<file path="src/rtl/rps_pkg.sv">
package rps_pkg;
    typedef enum logic [2:0] {
        ST_IDLE,
        ST_REMAP,
        ST_READ,
        ST_ACT,
        ST_WB,
        ST_UPDATE,
        ST_DONE
    } rps_state_e;
endpackage

</file>
<file path="src/rtl/rps_trigger.sv">
module rps_trigger #(
    parameter int ADDR_W = 13,
    parameter int CNT_W  = 3,
    parameter int CORR_T = 1
) (
    input  logic              wv_valid,
    input  logic [CNT_W-1:0]  wv_count,
    input  logic [ADDR_W-1:0] wv_addr,
    input  logic              ecc_valid,
    input  logic [CNT_W-1:0]  ecc_count,
    input  logic [ADDR_W-1:0] ecc_addr,
    output logic              hit,
    output logic [ADDR_W-1:0] hit_addr
);
    localparam logic [CNT_W-1:0] LIMIT = CNT_W'(CORR_T);

    logic wv_bad;
    logic ecc_bad;

    always_comb begin
        wv_bad   = wv_valid && (wv_count > LIMIT);
        ecc_bad  = ecc_valid && (ecc_count > LIMIT);
        hit      = wv_bad || ecc_bad;
        // write-verify report takes precedence
        hit_addr = wv_bad ? wv_addr : ecc_addr;
    end
endmodule

</file>
<file path="src/rtl/rps_pol_enc.sv">
module rps_pol_enc #(
    parameter int DATA_W = 16
) (
    input  logic              spare_pol,
    input  logic [DATA_W-1:0] din,
    output logic [DATA_W-1:0] dout
);
    for (genvar i = 0; i < DATA_W; i++) begin : g_bit
        assign dout[i] = din[i] ^ spare_pol;
    end
endmodule

</file>
<file path="src/rtl/rps_seq.sv">
module rps_seq
    import rps_pkg::*;
#(
    parameter int DATA_W = 16,
    parameter int PAGES  = 8,
    parameter int WORDS  = 1024,
    parameter int CNT_W  = 3,
    parameter int CORR_T = 1,
    localparam int PAGE_W = $clog2(PAGES),
    localparam int WORD_W = $clog2(WORDS),
    localparam int ADDR_W = PAGE_W + WORD_W
) (
    input  logic              clk,
    input  logic              rst_n,
    input  logic              wv_valid,
    input  logic [CNT_W-1:0]  wv_count,
    input  logic [ADDR_W-1:0] wv_addr,
    input  logic              ecc_valid,
    input  logic [CNT_W-1:0]  ecc_count,
    input  logic [ADDR_W-1:0] ecc_addr,
    input  logic              remap_exhausted,
    output logic              remap_req,
    output logic [ADDR_W-1:0] remap_addr,
    output logic              remap_clr,
    output logic [PAGE_W-1:0] remap_clr_page,
    output logic              mem_rd_en,
    output logic              mem_act_en,
    output logic              mem_wr_en,
    output logic [ADDR_W-1:0] mem_addr,
    output logic [DATA_W-1:0] mem_wdata,
    input  logic [DATA_W-1:0] mem_rdata,
    output logic              pol_wr_en,
    output logic [PAGE_W-1:0] pol_wr_page,
    output logic              pol_wr_val,
    output logic              busy,
    output logic              fatal
);
    localparam logic [WORD_W-1:0] LAST_WORD = WORD_W'(WORDS - 1);

    typedef struct packed {
        rps_state_e        st;
        logic [PAGE_W-1:0] page;
        logic [WORD_W-1:0] word;
        logic [DATA_W-1:0] held;
        logic [PAGES-1:0]  swept;
        logic              fatal;
        logic [ADDR_W-1:0] tgt;
    } rps_regs_t;

    rps_regs_t r_q;
    rps_regs_t r_d;

    logic              hit;
    logic [ADDR_W-1:0] hit_addr;
    logic [PAGE_W-1:0] hit_page;

    rps_trigger #(
        .ADDR_W (ADDR_W),
        .CNT_W  (CNT_W),
        .CORR_T (CORR_T)
    ) u_trig (
        .wv_valid  (wv_valid),
        .wv_count  (wv_count),
        .wv_addr   (wv_addr),
        .ecc_valid (ecc_valid),
        .ecc_count (ecc_count),
        .ecc_addr  (ecc_addr),
        .hit       (hit),
        .hit_addr  (hit_addr)
    );

    rps_pol_enc #(
        .DATA_W (DATA_W)
    ) u_enc (
        .spare_pol (1'b1),
        .din       (r_q.held),
        .dout      (mem_wdata)
    );

    assign hit_page = hit_addr[ADDR_W-1:WORD_W];

    always_comb begin
        r_d = r_q;
        unique case (r_q.st)
            ST_IDLE: begin
                if (hit) begin
                    if (!remap_exhausted) begin
                        r_d.st  = ST_REMAP;
                        r_d.tgt = hit_addr;
                    end else if (r_q.swept[hit_page]) begin
                        r_d.fatal = 1'b1;
                    end else begin
                        r_d.st   = ST_READ;
                        r_d.page = hit_page;
                        r_d.word = '0;
                    end
                end
            end
            ST_REMAP:  r_d.st = ST_IDLE;
            ST_READ:   r_d.st = ST_ACT;
            ST_ACT: begin
                r_d.held = mem_rdata;
                r_d.st   = ST_WB;
            end
            ST_WB: begin
                if (r_q.word == LAST_WORD) begin
                    r_d.st = ST_UPDATE;
                end else begin
                    r_d.word = r_q.word + 1'b1;
                    r_d.st   = ST_READ;
                end
            end
            ST_UPDATE: begin
                r_d.swept[r_q.page] = 1'b1;
                r_d.st              = ST_DONE;
            end
            ST_DONE:   r_d.st = ST_IDLE;
            default:   r_d.st = ST_IDLE;
        endcase
    end

    always_ff @(posedge clk or negedge rst_n) begin
        if (!rst_n) begin
            r_q <= '{st: ST_IDLE, default: '0};
        end else begin
            r_q <= r_d;
        end
    end

    assign remap_req      = (r_q.st == ST_REMAP);
    assign remap_addr     = r_q.tgt;
    assign remap_clr      = (r_q.st == ST_UPDATE);
    assign remap_clr_page = r_q.page;
    assign mem_rd_en      = (r_q.st == ST_READ);
    assign mem_act_en     = (r_q.st == ST_ACT);
    assign mem_wr_en      = (r_q.st == ST_WB);
    assign mem_addr       = {r_q.page, r_q.word};
    assign pol_wr_en      = (r_q.st == ST_UPDATE);
    assign pol_wr_page    = r_q.page;
    assign pol_wr_val     = 1'b1;
    assign busy           = (r_q.st == ST_READ) || (r_q.st == ST_ACT) || (r_q.st == ST_WB)
                         || (r_q.st == ST_UPDATE) || (r_q.st == ST_DONE);
    assign fatal          = r_q.fatal;
endmodule

</file>
<file path="config.mk">
export PLATFORM = sky130hd
export DESIGN_NAME = rps_seq
export DESIGN_NICKNAME = d
export VERILOG_FILES = /design/src/rtl/rps_pkg.sv /design/src/rtl/rps_trigger.sv /design/src/rtl/rps_pol_enc.sv /design/src/rtl/rps_seq.sv
export SDC_FILE = /design/constraint.sdc
export NUM_CORES = 1
export LEC_CHECK = 0
export BUFFER_PORTS_ARGS = -buffer_cell sky130_fd_sc_hd__buf_4
export CAP_MARGIN = 15
export CORE_ASPECT_RATIO = 2
export CORE_MARGIN = 2
export CORE_UTILIZATION = 50
export DETAILED_ROUTE_END_ITERATION = 16
export PLACE_DENSITY = 0.92
export SYNTH_ARGS = -nofsm -noshare
export SYNTH_HDL_FRONTEND = slang
export SYNTH_SLANG_ARGS = --single-unit
</file>
<file path="constraint.sdc">
create_clock -name clk -period 6.1 [get_ports clk]
set_clock_uncertainty 0.2 [all_clocks]
set_input_delay 0.61 -clock clk [delete_from_list [all_inputs] [get_ports clk]]
set_output_delay 0.61 -clock clk [all_outputs]
set_load 0.02 [all_outputs]
</file>
### Word-level counts from Yosys, hierarchy flattened

Index checks and enable logic that the tools add are counted.

* add/sub/neg operators: 1
* magnitude comparators: 5
* equality and inequality tests: 12
* multiplexer cells: 13
* bitwise operators: 19
* reduce and logical (&&, ||, !) cells: 15

Operators by type and width (number)
* 2-to-1 mux 16 bit: 2
* 2-to-1 mux 13 bit: 2
* one-hot mux 10 bit (2 select lines): 1
* inverter 1 bit: 18
* one-hot mux 3 bit (5 select lines): 1
* adder 10 x 1 -> 10 bit (second input constant): 1
* == test 10 bit (second input constant): 1
* 2-to-1 mux 10 bit: 1
* == test 3 bit (second input constant): 3
* < comparator 3 x 4 -> 1 bit (second input constant): 2
* != test 2 bit (second input constant): 4
* bitwise OR 8 bit: 1
* AND reduction 4 bit: 2
* == test 3 x 2 -> 1 bit (second input constant): 2
* > comparator 3 x 1 -> 1 bit (second input constant): 2
* 2-to-1 mux 3 bit: 2
* logical OR 1 bit: 5
* AND reduction 5 bit: 1
* binary-select mux 1 bit (select 3 bit): 1
* demux 1 bit (select 3 bit): 1
* == test 3 x 1 -> 1 bit (second input constant): 1
* >= comparator 3 x 1 -> 1 bit (second input constant): 1
* logical AND 1 bit: 3
* logical NOT 3 bit: 1
* other kinds (5): 6

* register bits: 54
* input port bits: 53

### Logic depth before layout (Yosys ltp)

* depth in word-level cells: 9
* gate-level depth with buffers: 8
* depth with buffers taken out: 7

### By module

From an unflattened synthesis, not the netlist that was laid out.

* cells, all modules: 257
* area, all modules: 3022.9 um2

By module, submodules not included
* rps_seq: times used 1, cells an instance 222, area an instance 2626.3 um2, seq. area each 1351.3 um2
* rps_trigger: times used 1, cells an instance 17, area an instance 225.2 um2, seq. area each 0.0 um2
* rps_pol_enc: times used 1, cells an instance 18, area an instance 171.4 um2, seq. area each 0.0 um2

### Worst setup path before layout

No wires, ideal clock.

* kind: input -> register
* start point: in wv_count[2]
* end point: reg r_q[52] (netlist bit)
* setup time: 0.131 ns
* arrival time: 2.086 ns
* setup slack: 3.683 ns
* stages: 7
* path through: o21a_1 buf_6 mux2i_1 a211o_1 a32oi_4 nor2_2 or3_1

* longest elaborated chain between the ends: 7
* elaborated cells on any way between the ends: 9
* classes of those cells: order compare: 1; eq/ne: 2; mux: 3; reduce/logical: 3

RTL lines
* from (decl): line rps_seq.sv:16 `input logic [CNT_W-1:0] wv_count,`
* > comparator 3 x 1 -> 1 bit (*): line rps_trigger.sv:21 `wv_bad = wv_valid && (wv_count > LIMIT);`
* logical AND 1 bit (*): line rps_trigger.sv:21
* 2-to-1 mux 13 bit: line rps_trigger.sv:25 `hit_addr = wv_bad ? wv_addr : ecc_addr;`
* binary-select mux 1 bit (select 3 bit): line rps_seq.sv:90 `end else if (r_q.swept[hit_page]) begin`
* 2-to-1 mux 1 bit (implied by the code): line rps_seq.sv:90
* != test 3 bit (no source line)
* AND reduction 2 bit (no source line) (*)
* to (signal assigned): line rps_seq.sv:126 `r_q <= r_d;`
* to (decl): line rps_seq.sv:50 `rps_regs_t r_q;`

Every way passes the cells marked *; elsewhere a longest branch is shown, timed or not. The select of a mux whose other input is x is not followed.
A chain may end at the register's enable or synchronous reset.

### Worst setup path in the final report

Ends and elaborated chain as after synthesis.

==> results by group <==
Status
  • Status: finished clean

Setup path
  • Largest driver fanout on the critical path: 27
  • Arrival time of the worst setup path: 3.12 ns
  • Delay of the slowest cell on the worst path: 0.68 ns
  • Number of buffer and inverter instances along the worst setup path: 1
  • Crit path max-delay family: compound AO/OA/AOI/OAI gates
  • CP Class: in2reg
  • Endpoint class of the critical path: flip-flop
  • CP max-delay cell: sky130_fd_sc_hd__a32oi_4
  • Launching element type of the critical path: primary input
  • Required @ worst endpoint: slightly above 6 ns
  • Cell breakdown of the critical path: buf_4 > o21a_1 > mux2i_1 > o21ai_1 > a32oi_4 > nor2_2 > or3_1

Synth
  • Number of instances in the synthesized netlist: roughly 320
  • Portion of the post-synthesis area used by sequential elements: between 40 and 50%
  • Synth area leaders: sky130_fd_sc_hd__dfrtp_1, sky130_fd_sc_hd__buf_4, sky130_fd_sc_hd__mux2i_1
  • Post-synthesis async set-or-reset flop share: 100%
  • Count of unique library cells instantiated by Yosys: 40
  • Dominant cell type by area after synthesis: sky130_fd_sc_hd__dfrtp_1
  • Main synth FF type: sky130_fd_sc_hd__dfrtp_1
  • Syn. warnings: 0
  • Number of storage elements in the synthesis netlist: 54
  • Syn_area_per_cell: 9.18 sq um
  • Area fraction of the dominant cell type after synthesis: 45.9%
  • Post-synth net total: between 300 and 400
  • Synthesized cell area: 2950 sq um
  • Count of flip-flops with a built-in enable after synthesis: 0

Finish
  • Fraction of layout instances using a drive strength above 1: around 33%
  • Highest-count cells in the layout ignoring fill and taps: sky130_fd_sc_hd__buf_4, sky130_fd_sc_hd__dfrtp_1, sky130_fd_sc_hd__nand2_1
  • Diodes inserted: 0
  • Final Instance Area: ~3700 sq um
  • Fill cell instance count of the final layout: 498
  • Most common cell after layout, fill and taps aside: sky130_fd_sc_hd__buf_4
  • Post-layout net count: 441
  • Area delta synth->final: 24.7%

STA
  • Shortest period the worst path allows: 3.15 ns
  • Share of the cycle needed by the critical path after routing: 51.7%
  • Total negative setup slack: 0 ns
  • Transition at the pin with the smallest max-transition slack: slightly above 0.7 ns
  • Endpoints failing hold: 0
  • Number of setup violations in the final report: 0
  • Worst hold slack: roughly 0.15 ns
  • Slew Limit Headroom: about half
  • Number of max-slew violations in the final report: 0
  • RSZ-0062 raised after global routing: no
  • Minimum setup slack in the final design: slightly below 3 ns
  • Achievable clock frequency: between 0.3 and 0.4 GHz

Drt
  • DRC violations left: 0
  • Total iterations of the first detailed-routing run: 4
  • Vias/cell: ~5.5
  • Total number of vias: 2452
  • DRT antenna net count: 0
  • Total wire length: 6730 microns
  • Detail-routed net length per standard cell: ~15 microns
  • First-iteration detailed-routing DRC count: 140

Global route
  • Global routing met3 resource utilization: under 10%
  • Wire length of the first global-routing pass: between 10000 and 15000 microns
  • Number of antenna violations at the first check in global routing: 0
  • Global routing met1 resource utilization: a little under a quarter
  • Largest net degree at the start of global routing: 55
  • Sum of overflow across all layers after global routing: 0
  • Vias in the first global route: 2352
  • Most used routing layer: met2
  • M2 GR Usage: approximately 38%
  • Global-route usage over all layers: 21.8%

Floorplanning
  • Height of the chip: about 110 microns
  • Effective utilization at floorplan: 51.6%
  • Number of placement rows: 39
  • Num ports: 110
  • Die area: 6560 sq um
  • Core Footprint: about 5700 sq um
  • Die width: around 58 microns

Clock network
  • Clock Sinks: 54
  • Worst skew pair latency: around 0.29 ns
  • Clock root buffer master: sky130_fd_sc_hd__clkbuf_16
  • Number of buffers created by CTS: 5
  • Number of levels in the clock H-tree: 2
  • CTS max path bufs: 2
  • Number of post-CTS setup repair buffers: 0
  • CTS tree: done
  • CTS Hold Buffers Added: 0
  • Number of cells upsized or downsized after cts: 0
  • Worst-path clk slew: about 0.070 ns

Placed design
  • Instance area at placement: around 3500 sq um
  • Setup Slack @ Placement: 2.53 ns
  • Port Buf Inserts: roughly 110
  • Final GP Congestion: about 0.83
  • Post-DP HPWL: 4930 microns

Pwr
  • Static leakage: ~1.8 nW
  • Power Dens Cells: between 400 and 500 nW/um^2
  • Design Power: 0.00175 W
  • Max rail drop VDD: between 0.3 and 0.4 mV

Hold path
  • Path type of the worst min-delay path: in2async

Job
  • Max-cap violations: 0
[Yosys cell counts (3+ instances only)]
cell type and count:
sky130_fd_sc_hd__a21oi_1 10, sky130_fd_sc_hd__or3_1 3, sky130_fd_sc_hd__buf_4 35, sky130_fd_sc_hd__nand2_1 45, sky130_fd_sc_hd__nand3_1 3, sky130_fd_sc_hd__a31o_2 4
sky130_fd_sc_hd__and3_1 4, sky130_fd_sc_hd__mux2_2 3, sky130_fd_sc_hd__dfrtp_1 54, sky130_fd_sc_hd__buf_2 3, sky130_fd_sc_hd__nand4_1 5, sky130_fd_sc_hd__o21ai_0 29
sky130_fd_sc_hd__o21bai_1 8, sky130_fd_sc_hd__a41o_1 3, sky130_fd_sc_hd__mux2i_1 17, sky130_fd_sc_hd__a31oi_1 12, sky130_fd_sc_hd__nor2_1 19, sky130_fd_sc_hd__clkbuf_1 10
sky130_fd_sc_hd__a21o_1 3, sky130_fd_sc_hd__inv_1 22, sky130_fd_sc_hd__nor3b_1 4
[where the power goes]
group / switching (W) / internal (W) / leakage, nW / total [W]
clock: 0.000120 / 0.000203 / 0.0829 / 0.000323
sequential: 0.000107 / 0.000503 / 0.671 / 0.000610
combinational: 0.000472 / 0.000350 / 1.07 / 0.000822
total: 0.000699 / 0.00105 / 1.83 / 0.00175
[area by class of cell]
type	count	area [sq um]	area share (%)
clock buffers	6	139	3.78
clock inverters	1	30.0	0.817
inverters	22	82.6	2.25
multi-input cells	194	1170	31.8
flip-flops and latches	54	1350	36.8
well taps	61	76.3	2.08
repair buffers	110	826	22.5
[final timing paths]
| check | from | endpoint | slack (ns) | cells past startpoint |
|---|---|---|---|---|
| setup / recovery | wv_count[2] | r_q[52] | 2.95 | 7 |
| hold / removal | rst_n | r_q[27] | 0.15 | 1 |
| setup reg to reg | r_q[52] | mem_addr[9] | 3.68 | 6 |
| hold reg to reg | fatal | fatal | 0.27 | 1 |
| max in group asynchronous | rst_n | mem_addr[9] | 5.10 | 1 |
| min in group clk | fatal | fatal | 0.27 | 1 |
[sequential cells by signal, summed over array words and instances (netlist names)]
signal	count
fatal	1
r_q	27
mem_addr	10
pol_wr_page	3
remap_addr	13
[stage by stage]
step                cells  util, %
floorplan             321        -
global placement      439     61.1
detailed placement    439     61.1
CTS                   446     64.1
global route          448     64.4
finish                448     64.4
[metal layers]
metal  wire, microns  part of all wire [%]
met1            2410                    36
met2            3790                    56
met3             298                   4.4
met4             235                   3.5
met5               0                     0
[logic make-up after synthesis]
group           after synthesis  share of synthesized area (%)
fa+ha+maj                     1                          0.425
compound gates               81                           18.1
flops                        54                           45.9
other cells                   1                          0.127
mux                          20                           6.92
simple gates                 91                           14.1
buf+inv                      73                           14.4
(Power assumes the default switching activity.)
